--- src/rtl/gnmi_pkg.sv ---
package gnmi_pkg;
  typedef enum logic [1:0] {
    ACT_NONE = 2'd0,
    ACT_NMI  = 2'd1,
    ACT_HW   = 2'd2
  } act_e;

  localparam int NC_EN_A  = 1;
  localparam int NC_EDGE  = 2;
  localparam int NC_NEG   = 3;
  localparam int NC_EN_B  = 4;
endpackage

--- src/rtl/gnmi_nmi_gate.sv ---
module gnmi_nmi_gate #(
  parameter int CTL_W = 8
) (
  input  logic             clk_i,
  input  logic             rst_ni,
  input  logic             pin_i,
  input  logic             wr_en_i,
  input  logic [CTL_W-1:0] wr_data_i,
  input  logic             take_i,
  input  logic             ack_i,
  output logic             ready_o,
  output logic [CTL_W-1:0] ctrl_o
);
  import gnmi_pkg::*;

  logic             pin_q, pend_q;
  logic [CTL_W-1:0] ctrl_q;
  logic             pend_d;
  logic [CTL_W-1:0] ctrl_d;
  logic             rise, fall, force_set;

  assign rise = pin_i & ~pin_q;
  assign fall = ~pin_i & pin_q;
  // polarity written 1 -> 0 with both enables in the new value
  assign force_set = wr_en_i & ctrl_q[NC_NEG] & ~wr_data_i[NC_NEG]
                   & wr_data_i[NC_EN_A] & wr_data_i[NC_EN_B];

  always_comb begin
    pend_d = pend_q;
    if (ack_i)     pend_d = 1'b0;
    if (fall)      pend_d = 1'b0;
    if (rise)      pend_d = 1'b1;
    if (force_set) pend_d = 1'b1;
  end

  always_comb begin
    ctrl_d = ctrl_q;
    if (take_i && !ctrl_q[NC_EDGE]) ctrl_d[NC_EN_B] = 1'b0;
    if (wr_en_i) ctrl_d = wr_data_i;
  end

  always_ff @(posedge clk_i or negedge rst_ni) begin
    if (!rst_ni) begin
      pin_q  <= 1'b0;
      pend_q <= 1'b0;
      ctrl_q <= '0;
    end else begin
      pin_q  <= pin_i;
      pend_q <= pend_d;
      ctrl_q <= ctrl_d;
    end
  end

  assign ready_o = pend_q & ctrl_q[NC_EN_A] & ctrl_q[NC_EN_B];
  assign ctrl_o  = ctrl_q;
endmodule

--- src/rtl/gnmi_src_bank.sv ---
module gnmi_src_bank #(
  parameter int NUM_SRC  = 16,
  parameter int REG_W    = 16,
  parameter int PEND_BIT = 8,
  parameter int EN_BIT   = 11,
  parameter int IDX_W    = 4
) (
  input  logic                          clk_i,
  input  logic                          rst_ni,
  input  logic [NUM_SRC-1:0]            req_i,
  input  logic                          wr_en_i,
  input  logic [IDX_W-1:0]              wr_idx_i,
  input  logic [REG_W-1:0]              wr_data_i,
  input  logic [NUM_SRC-1:0]            ack_clr_i,
  output logic [NUM_SRC-1:0][REG_W-1:0] regs_o,
  output logic [NUM_SRC-1:0]            ready_o
);
  for (genvar g = 0; g < NUM_SRC; g++) begin : g_src
    logic             req_q, forced_q, forced_d;
    logic [REG_W-1:0] reg_q, reg_d;
    logic             sel, pend_evt;

    assign sel = wr_en_i && (wr_idx_i == IDX_W'(g));

    always_comb begin
      pend_evt = reg_q[PEND_BIT];
      if (ack_clr_i[g])        pend_evt = 1'b0;
      if (!req_i[g] && req_q)  pend_evt = 1'b0;
      if (req_i[g] && !req_q)  pend_evt = 1'b1;

      reg_d           = reg_q;
      reg_d[PEND_BIT] = pend_evt;
      forced_d        = forced_q;
      if (sel) begin
        if (wr_data_i[PEND_BIT]) begin
          forced_d        = 1'b1;
          reg_d           = wr_data_i;
          reg_d[PEND_BIT] = pend_evt;
        end else if (forced_q) begin
          forced_d        = 1'b0;
          reg_d           = wr_data_i;
          reg_d[PEND_BIT] = 1'b1;
        end else begin
          reg_d = wr_data_i;
        end
      end
    end

    always_ff @(posedge clk_i or negedge rst_ni) begin
      if (!rst_ni) begin
        req_q    <= 1'b0;
        forced_q <= 1'b0;
        reg_q    <= '0;
      end else begin
        req_q    <= req_i[g];
        forced_q <= forced_d;
        reg_q    <= reg_d;
      end
    end

    assign regs_o[g]  = reg_q;
    assign ready_o[g] = reg_q[PEND_BIT] & reg_q[EN_BIT];
  end
endmodule

--- src/rtl/gnmi_pick.sv ---
module gnmi_pick #(
  parameter int N     = 16,
  parameter int IDX_W = 4
) (
  input  logic [N-1:0]     req_i,
  output logic             valid_o,
  output logic [IDX_W-1:0] idx_o
);
  always_comb begin
    idx_o = '0;
    for (int k = N - 1; k >= 0; k--) begin
      if (req_i[k]) idx_o = IDX_W'(k);
    end
  end
  assign valid_o = |req_i;
endmodule

--- src/rtl/gated_nmi_intc.sv ---
module gated_nmi_intc #(
  parameter int              NUM_SRC  = 16,
  parameter int              REG_W    = 16,
  parameter int              CTL_W    = 8,
  parameter int              VEC_W    = 8,
  parameter int              PEND_BIT = 8,
  parameter int              EN_BIT   = 11,
  parameter logic [VEC_W-1:0] NMI_VEC = 8'hFF,
  localparam int             IDX_W    = (NUM_SRC > 1) ? $clog2(NUM_SRC) : 1
) (
  input  logic               clk_i,
  input  logic               rst_ni,
  input  logic               nmi_pin_i,
  input  logic [NUM_SRC-1:0] hw_req_i,
  input  logic               wr_en_i,
  input  logic               wr_sel_i,
  input  logic [IDX_W-1:0]   wr_idx_i,
  input  logic [REG_W-1:0]   wr_data_i,
  input  logic               ack_i,
  input  logic [IDX_W-1:0]   rd_idx_i,
  output logic               nmi_o,
  output logic               irq_o,
  output logic [VEC_W-1:0]   act_vec_o,
  output logic [CTL_W-1:0]   nmi_ctrl_o,
  output logic [REG_W-1:0]   rd_data_o
);
  import gnmi_pkg::*;

  act_e                        act_q, act_d;
  logic [IDX_W-1:0]            idx_q, idx_d;
  logic                        nmi_ready, nmi_take, nmi_ack;
  logic                        hw_valid, hw_ack;
  logic [IDX_W-1:0]            hw_idx;
  logic [NUM_SRC-1:0]          hw_ready, ack_clr;
  logic [NUM_SRC-1:0][REG_W-1:0] regs;

  assign nmi_ack = ack_i && (act_q == ACT_NMI);
  assign hw_ack  = ack_i && (act_q == ACT_HW);
  assign ack_clr = hw_ack ? (NUM_SRC'(1) << idx_q) : '0;
  assign nmi_take = (act_q == ACT_NONE) && nmi_ready;

  gnmi_nmi_gate #(.CTL_W(CTL_W)) u_nmi (
    .clk_i     (clk_i),
    .rst_ni    (rst_ni),
    .pin_i     (nmi_pin_i),
    .wr_en_i   (wr_en_i && !wr_sel_i),
    .wr_data_i (wr_data_i[CTL_W-1:0]),
    .take_i    (nmi_take),
    .ack_i     (nmi_ack),
    .ready_o   (nmi_ready),
    .ctrl_o    (nmi_ctrl_o)
  );

  gnmi_src_bank #(
    .NUM_SRC (NUM_SRC),
    .REG_W   (REG_W),
    .PEND_BIT(PEND_BIT),
    .EN_BIT  (EN_BIT),
    .IDX_W   (IDX_W)
  ) u_bank (
    .clk_i     (clk_i),
    .rst_ni    (rst_ni),
    .req_i     (hw_req_i),
    .wr_en_i   (wr_en_i && wr_sel_i),
    .wr_idx_i  (wr_idx_i),
    .wr_data_i (wr_data_i),
    .ack_clr_i (ack_clr),
    .regs_o    (regs),
    .ready_o   (hw_ready)
  );

  gnmi_pick #(.N(NUM_SRC), .IDX_W(IDX_W)) u_pick (
    .req_i   (hw_ready),
    .valid_o (hw_valid),
    .idx_o   (hw_idx)
  );

  always_comb begin
    act_d = act_q;
    idx_d = idx_q;
    if (act_q == ACT_NONE) begin
      if (nmi_ready) begin
        act_d = ACT_NMI;
      end else if (hw_valid) begin
        act_d = ACT_HW;
        idx_d = hw_idx;
      end
    end else if (ack_i) begin
      act_d = ACT_NONE;
    end
  end

  always_ff @(posedge clk_i or negedge rst_ni) begin
    if (!rst_ni) begin
      act_q <= ACT_NONE;
      idx_q <= '0;
    end else begin
      act_q <= act_d;
      idx_q <= idx_d;
    end
  end

  always_comb begin
    case (act_q)
      ACT_NMI: act_vec_o = NMI_VEC;
      ACT_HW:  act_vec_o = regs[idx_q][VEC_W-1:0];
      default: act_vec_o = '0;
    endcase
  end

  assign nmi_o     = (act_q == ACT_NMI);
  assign irq_o     = (act_q == ACT_HW);
  assign rd_data_o = regs[rd_idx_i];
endmodule

--- config.mk ---
export PLATFORM = sky130hd
export DESIGN_NAME = gated_nmi_intc
export DESIGN_NICKNAME = d
export VERILOG_FILES = /design/src/rtl/gnmi_pkg.sv /design/src/rtl/gnmi_nmi_gate.sv /design/src/rtl/gnmi_src_bank.sv /design/src/rtl/gnmi_pick.sv /design/src/rtl/gated_nmi_intc.sv
export SDC_FILE = /design/constraint.sdc
export NUM_CORES = 1
export LEC_CHECK = 0
export CORE_MARGIN = 2
export CORE_UTILIZATION = 50
export CTS_CLUSTER_SIZE = 25
export DETAILED_ROUTE_END_ITERATION = 10
export DONT_BUFFER_PORTS = 1
export GPL_TIMING_DRIVEN = 0
export PLACE_DENSITY = 0.63
export SLEW_MARGIN = 20
export SYNTH_ARGS = -nofsm -noshare
export SYNTH_HDL_FRONTEND = slang
export SYNTH_HIERARCHICAL = 1
export SYNTH_SLANG_ARGS = --single-unit
--- constraint.sdc ---
create_clock -name clk_i -period 3.3 [get_ports clk_i]
set_input_delay 0.825 -clock clk_i [delete_from_list [all_inputs] [get_ports clk_i]]
set_output_delay 0.825 -clock clk_i [all_outputs]
set_load 0.005 [all_outputs]
Word level (Yosys, flattened, before mapping)
Index checks and enable logic that the tools add are counted.

word-level totals
  logic and storage cells = 344
  input port bits = 46
  output and inout bits = 34
  register bits = 304

cells by class
  $lt $le $gt $ge = 2
  mux-type cells = 129
  equality and inequality tests = 18
  shifts and indexed selects = 1
  reduce and logical (&&, ||, !) cells = 96
  bitwise gates (word level) = 28

operators by type and width
  cell                                                  number
  two-way mux 9 bit                                     48
  binary-select mux 16 bit (select 4 bit)               2
  two-way mux 4 bit                                     16
  logical AND 1 bit                                     54
  two-way mux 1 bit                                     54
  zero test 1 bit                                       34
  equality test 4 bit (second input constant)           8
  two-way mux 16 bit                                    2
  AND 1 bit                                             24
  equality test 4 x 3 -> 1 bit (second input constant)  4
  one-hot mux 8 bit (2 select lines)                    1
  OR reduction 16 bit                                   1
  << shifter 1 x 4 -> 16 bit (first input constant)     1
  < comparator 4 x 5 -> 1 bit (second input constant)   2
  equality test 4 x 2 -> 1 bit (second input constant)  2
  two-way mux 2 bit                                     4
  two-way mux 8 bit                                     1
  two-way mux 5 bit                                     1
  equality test 4 x 1 -> 1 bit (second input constant)  1
  zero test 4 bit                                       1
  inverter 1 bit                                        4
  nonzero test 2 bit                                    2
  nonzero test 4 bit                                    1
  != test 3 bit (second input constant)                 1
  5 further kinds                                       5

Depth between registers and ports, before layout
Gate-level depths: netlist of run 1.

  depth in word-level cells = 17
  mapped depth = 9
  mapped depth without buffers = 9

Cells and area by module
The synthesis of run 1 kept the hierarchy.

modules (own cells, without submodules)
  module          sequential area each (um2)  area each (um2)  cells each  instances
  gnmi_src_bank   7206.9                      11119.4          708         1
  gated_nmi_intc  150.1                       3588.4           267         1
  gnmi_nmi_gate   250.2                       405.4            29          1
  gnmi_pick       0.0                         176.4            34          1

Least setup slack after synthesis of run 1
Ideal clock, no wire load.

  kind = input-to-output
  start = in rd_idx_i[0]
  end = out rd_data_o[10]
  setup slack = 330 ps
  stages = 4
  buffers on the path = 2
  arrival time = 2145 ps
  data required time = 2475 ps
  path through = buf_6 > buf_6 > mux4_1 > mux4_2

on the way
  longest elaborated chain between the ends = 2

RTL lines
  item                                      line                   source
  from (decl)                               gated_nmi_intc.sv:20   input logic [IDX_W-1:0] rd_idx_i,
  binary-select mux 16 bit (select 4 bit)   gated_nmi_intc.sv:113  assign rd_data_o = regs[rd_idx_i];
  two-way mux 16 bit (implied by the code)  gated_nmi_intc.sv:113
  to (decl)                                 gated_nmi_intc.sv:25   output logic [REG_W-1:0] rd_data_o

Every way passes these cells. The select of a mux whose other input is x is not followed.

Worst setup path in the final report of run 1
  start = in rd_idx_i[1]
  end = out rd_data_o[2]

The elaborated chain is that of the path after synthesis.

==> results.tsv, run 1 <==
metric	value	unit
drt-total-wl	42400	um
firstDrtPassIters	5	
cts_made_buffers	35	
min_path_type	in2async	
start_util	50.4	%
avgSynthCellArea	14.7	sq um
worst-endpoint-arrival	2440	ps
leakage	0.00758	uW
drc	0	
synth_fp_nets	1087	
area_growth_syn_to_layout	11.4	%
final_cells	1495	
final_hold_viol_count	0	
final_util	56.1	%
max_freq	307	MHz
fp.dieW	179	um
grt.total_usage	27.2	%
clkSinkCount	304	
synth_cell_types	45	
worst_slew_pin_slew	1180	ps
synth_cells	1038	
grt_busiest_layer	met2	
routedWlPerCell	28.4	um
multi_input_area	0.00718	sq mm
num_vias	9354	
coreArea	0.0303	sq mm
hold_slack	30.5	ps
io_pins	80	
cellPowerDensity	692	mW/mm^2
placedCellCount	1434	
crit_buf_inv	2	
design_area	0.0170	sq mm
dp_hpwl	26800	um
clk_pin_slew_worst_paths	60	ps
drtIter0Drc	679	
yosys_warnings	6	
path_delay_family	multiplexers	
slowest_delay	510	ps
gr-total-overflow	0	
cts_max_level	2	
synth.yosys.seq_area_share	49.8	%
internal-power	8390	uW
path_class	in2out	
grt_pass1_wl	61900	um
grt.met2_usage	41.5	%
ir_drop	0.380	mV
grt_max_degree	305	
cts_root_buf	clkbuf_16	
avgViaCountPerCell	6.26	
die-area	0.0320	sq mm
antenna_found_initial	0	
status	complete, no violations	
setup_viol	0	
crit_path_top_delay_cell	mux4_2	
nets	1124	
grt_pass1_vias	9370	
combPwrFrac	24.6	%
synthArstFlopShare	100	%
cts_buffer_depth	3	
power_switching	3400	uW
sw_frac_of_total	28.8	%
antenna_cells	0	
ys.flop_type	dfrtp_1	
pwr-share-seq	41.4	%
gp_congestion	0.811	
cts_tree	yes	
period_needed	3260	ps
clk_latency	510	ps
maxCapViolCount	0	
dieHeight	179	um
slew_violations	0	
worstSetupStartpointType	input port	
rsz0062_at_grt	no	
finalPower	11800	uW
placementRows	64	
critPathCaptureType	output port	
finClkSkew	11.7	ps
syn_area	0.0153	sq mm
dpl_cell_area	0.0158	sq mm
drive_above_1_share	39.6	%
worstPathMaxFanout	10	
cp.required	2470	ps
cp_common_cell	mux4_2	
register_area	0.00761	sq mm
use_met1	38.4	%
max_slew_margin	21.3	%
ctsHoldBuffers	0	
n_fill_cell	2466	
antenna_left	0	
port_buffers	0	
power_frac_clock	34.0	%
fin_crit_sh	98.8	%
grtUsageMet3	7.17	%
path_cells	clkbuf_2, buf_2, mux4_2, mux4_2	
ys_seq_elements	304	
synth_edf_count	0	
## power by group through the flow
stage / Combinational [uW] / Clock, uW / Sequential, uW
after floorplan: 2150 / 0 / 4750
after global placement: 2800 / 0 / 4890
final: 2900 / 4000 / 4890
after global routing: 3070 / 4240 / 4970
after CTS: 2870 / 4080 / 4860
after detailed placement: 2840 / 0 / 4920
## worst register-to-register path, stage by stage (launching register included)
cell	delay (ps)
dfrtp_1	650
buf_2	510
nand4_1	320
nor2_1	220
nor2b_1	90
maj3_1	390
mux2_2	280
## layout by cell type, fill, tap and decap left out, types with 2 or more instances in the layout
| master | n |
|---|---|
| inv_1 | 23 |
| and2_1 | 20 |
| mux2_1 | 30 |
| ha_1 | 3 |
| nor2b_1 | 20 |
| a31oi_1 | 10 |
| or2_2 | 4 |
| bufinv_16 | 3 |
| maj3_1 | 16 |
| a22oi_1 | 8 |
| clkbuf_16 | 37 |
| buf_6 | 9 |
| mux4_2 | 57 |
| o21ai_0 | 12 |
| nor3_1 | 21 |
| clkbuf_1 | 26 |
| mux2i_1 | 41 |
| buf_2 | 26 |
| or2_1 | 3 |
| clkbuf_8 | 8 |
| buf_1 | 2 |
| clkbuf_2 | 7 |
| mux4_1 | 39 |
| nand3b_1 | 4 |
| or3_1 | 2 |
| nor2_1 | 28 |
| nand3_1 | 3 |
| mux2_2 | 253 |
| clkinv_2 | 7 |
| nand2b_1 | 6 |
| clkbuf_4 | 5 |
| nor2_2 | 4 |
| buf_4 | 6 |
| dfrtp_1 | 304 |
| a21oi_1 | 11 |
| nand2_1 | 21 |
| and3_1 | 2 |
## stage by stage
stage                     TNS (ps)  setup slack (ps)
after floorplan                  0               330
after global placement      -10570              -447
after detailed placement     -7070              -465
after CTS                        0              1.26
after global routing             0              12.9
final                            0              38.2
## cells in the mapped netlist (4+ instances only)
cell type / number / area (sq um)
dfrtp_1: 304 / 7610
mux2_2: 253 / 2850
mux4_2: 57 / 1280
mux2i_1: 41 / 410
mux4_1: 39 / 1020
nor2_1: 31 / 116
mux2_1: 30 / 338
clkbuf_1: 28 / 105
buf_2: 24 / 120
inv_1: 23 / 86.3
and2_1: 21 / 131
nand2_1: 21 / 78.8
nor3_1: 21 / 105
nor2b_1: 20 / 125
maj3_1: 16 / 160
o21ai_0: 13 / 65.1
a21oi_1: 11 / 55.1
buf_1: 11 / 41.3
a31oi_1: 10 / 62.6
buf_6: 9 / 101
a22oi_1: 8 / 60.1
nand2b_1: 6 / 37.5
nand3_1: 4 / 20.0
nand3b_1: 4 / 30.0
or2_2: 4 / 25.0
## layout make-up
cell class / count / share of cell area, %
plain buffers: 76 / 2.67
inverters: 23 / 0.507
repair buffers: 2 / 0.0881
flip-flops and latches: 304 / 44.7
clock buffers: 50 / 6.19
clock inverters: 11 / 0.801
multi-input cells: 633 / 42.2
well taps: 396 / 2.91
## cells by family (layout without fill, tap and decap cells)
family | after synthesis | in the layout | share of synthesized area, %
AOI/OAI and AO/OA | 47 | 47 | 1.85
adders and majority gates | 20 | 20 | 1.37
buffers and inverters | 101 | 162 | 3.38
DFF | 304 | 304 | 49.8
muxes | 420 | 420 | 38.6
and+or+nand+nor | 146 | 146 | 5.02
## final timing paths
| path | end | start | slack, ps | depth (start not counted) |
|---|---|---|---|---|
| worst min-delay path | u_nmi/ctrl_o[2] | rst_ni | 30 | 0 |
| max in group asynchronous | u_bank/g_src[10].reg_q[13] | rst_ni | 2410 | 0 |
| min in group clk_i | u_bank/g_src[8].req_q | hw_req_i[8] | 340 | 0 |
| worst max-delay path | rd_data_o[2] | rd_idx_i[1] | 40 | 4 |
| worst max register to register | u_bank/g_src[15].reg_q[8] | idx_q[2] | 730 | 6 |
| worst min register to register | u_bank/g_src[0].reg_q[14] | u_bank/g_src[0].reg_q[14] | 480 | 1 |
## flip-flops by register name, summed over array words and instances, names as in the netlist
name                   cells
act_q                      2
idx_q                      4
u_bank/g_src.forced_q     16
u_bank/g_src.reg_q       256
u_bank/g_src.req_q        16
u_nmi/ctrl_o               8
u_nmi/pend_q               1
u_nmi/pin_q                1
## what timing repair did
action	4_1_cts	5_1_grt
endpoints found under the hold margin	0	0
setup buffers	0	2
cloned	0	0
setup endpoints to repair	24	19
resized for setup	38	8
pin swaps	0	1
## metal layers
metal	vias to the layer above	share of wire (%)
met1	4976	44
met4	0	2.6
li1	3965	-
met5	-	0
met2	351	45
met3	62	8.0
Power figures use the tool's default switching activity.
==> run 2: changes to the inputs <==
--- a/config.mk
+++ b/config.mk
@@ -11,7 +11,6 @@
 export DETAILED_ROUTE_END_ITERATION = 10
 export DONT_BUFFER_PORTS = 1
 export GPL_TIMING_DRIVEN = 0
-export PLACE_DENSITY = 0.63
 export SLEW_MARGIN = 20
 export SYNTH_ARGS = -nofsm -noshare
 export SYNTH_HDL_FRONTEND = slang
==> results.tsv, run 2 (synthesis gave the netlist of run 1 again) <==
metric	value	unit	change
routedWlPerCell	28.9	um	was 28.4 um
clk_pin_slew_worst_paths	60	ps	about the same
finClkSkew	9.34	ps	was 11.7 ps
largest_registers	u_bank/g_src.reg_q: 256 flops, u_bank/g_src.forced_q: 16 flops, u_bank/g_src.req_q: 16 flops		unchanged
grtUsageMet3	7.49	%	was 7.17%
critPathCaptureType	output port		unchanged
period_needed	3310	ps	was 3260 ps
max_slew_margin	17.2	%	was 21.3%
clk_latency	510	ps	about the same
grt_max_degree	305		unchanged
grt_pass1_vias	9650		was 9370
min_path_type	in2async		unchanged
placementRows	64		unchanged
nets	1123		was 1124
worst-endpoint-arrival	2490	ps	was 2440 ps
area_growth_syn_to_layout	11.0	%	was 11.4%
design_area	0.0170	sq mm	about the same
rsz0062_at_grt	yes		was no
cts_buffer_depth	3		unchanged
grt.met2_usage	41.7	%	was 41.5%
fin_crit_sh	100	%	was 98.8%
dp_hpwl	27300	um	was 26800 um
coreArea	0.0303	sq mm	unchanged
drt-total-wl	43100	um	was 42400 um
cts_root_buf	clkbuf_16		unchanged
cellPowerDensity	683	mW/mm^2	was 692 mW/mm^2
gp_congestion	0.844		was 0.811
setup_ws	-11.5	ps	was 38.2 ps
grt_busiest_layer	met2		unchanged
firstDrtPassIters	5		unchanged
antenna_found_initial	0		unchanged
reg2reg_from	idx_q[2]		unchanged
layout_commonest_cell	dfrtp_1		unchanged
avgViaCountPerCell	6.29		was 6.26
worstSetupStartpointType	input port		unchanged
ctsHoldBuffers	0		unchanged
drc	0		unchanged
worst_slew_pin_slew	1240	ps	was 1180 ps
cts_made_buffers	35		unchanged
start_util	50.4	%	unchanged
placedCellCount	1434		unchanged
tns	-28.7	ps	was 0 ps
leakage	0.00755	uW	was 0.00758 uW
io_pins	80		unchanged
cts_tree	yes		unchanged
slew_violations	0		unchanged
dpl_cell_area	0.0158	sq mm	unchanged
drtIter0Drc	721		was 679
final_cells	1490		was 1495
port_buffers	0		unchanged
status	finished, violations left		was complete, no violations
grt.total_usage	27.7	%	was 27.2%
cp.required	2470	ps	about the same
use_met1	39.6	%	was 38.4%
maxCapViolCount	0		unchanged
r2r-end	u_bank/g_src[4].reg_q[8]		was u_bank/g_src[15].reg_q[8]
antenna_left	0		unchanged
gr-total-overflow	0		unchanged
final_hold_viol_count	0		unchanged
die-area	0.0320	sq mm	unchanged
fp.dieW	179	um	unchanged
setup_viol	3		was 0
path_class	in2out		unchanged
largest-register	u_bank/g_src.reg_q		unchanged
worstPathMaxFanout	10		unchanged
cts_max_level	2		unchanged
clkSinkCount	304		unchanged
grt_pass1_wl	63100	um	was 61900 um
r2r_cells	6		unchanged
ir_drop	0.446	mV	was 0.380 mV
dieHeight	179	um	unchanged
max_freq	302	MHz	was 307 MHz
drive_above_1_share	39.4	%	was 39.6%
antenna_cells	0		unchanged
layout_common_cells	304 x dfrtp_1, 253 x mux2_2, 57 x mux4_2		unchanged
regToRegSetupSlack	670	ps	was 730 ps
largest_register_ffs	256		unchanged
num_vias	9371		was 9354
violations	setup timing		
[run 2: cell count changes in the layout (fill, tap and decap cells not counted)]
cell,before,now
clkbuf_8,8,12
buf_4,6,9
bufinv_16,3,0
buf_2,26,24
clkbuf_1,26,24
clkbuf_4,5,3
clkinv_2,7,5
and2_1,20,21
and2_2,1,0
clkbuf_2,7,6
clkdlybuf4s15_2,0,1
inv_8,1,0
[run 2: through the flow]
stage / setup WS (ps) / total power [uW] / hold WS, ps / util [%]
6_report: -11.5 / 11600 / 17.8 / 55.9
5_1_grt: -19.9 / 12100 / 1.17 / 55.9
4_1_cts: 5.08 / 11600 / 7.77 / 55.9
3_5_place_dp: -420 / 7770 / 473 / 52.0
3_3_place_gp: -407 / 7700 / 466 / 52.0
2_1_floorplan: 330 / 6910 / 457 / -
[run 2: cell type report]
cell class / instances / area, sq um
sequential: 304 / 7610
tap: 396 / 495
fill: 2541 / 13400
clock inverter: 5 / 25.0
clock buffer: 52 / 1100
buffer: 76 / 467
inverter: 23 / 86.3
multi-input combinational: 633 / 7180
timing repair buffer: 1 / 7.51
[run 2: how the worst max path moves through the flow]
stage,from,to,cells past startpoint
4_1_cts,act_q[0],act_vec_o[7],4
3_5_place_dp,rd_idx_i[1],rd_data_o[7],4
2_1_floorplan,rd_idx_i[0],rd_data_o[10],4
3_3_place_gp,rd_idx_i[1],rd_data_o[7],4
6_report,rd_idx_i[1],rd_data_o[7],4
5_1_grt,rd_idx_i[1],rd_data_o[7],4
[run 2: timing repair]
item,CTS,global route
gates resized for setup,40,6
buffers inserted,0,1
pin swaps,0,1
hold endpoints to repair,0,0
endpoints found under the setup margin,24,12
[run 2: report_power, final]
group,total (uW),switching (uW),internal (uW)
registers,4890,460,4430
logic,2890,1390,1500
clock network,3810,1510,2290
[run 2: critical path, cell delays in order]
cell      delay, ps
clkbuf_2        280
buf_2           450
mux4_2          370
mux4_2          540
[run 2: metal layers]
metal	vias up	part of all wire, %
li1	3949	-
met1	5021	45
met2	322	45
met3	79	8.0
met4	0	2.6
met5	-	0
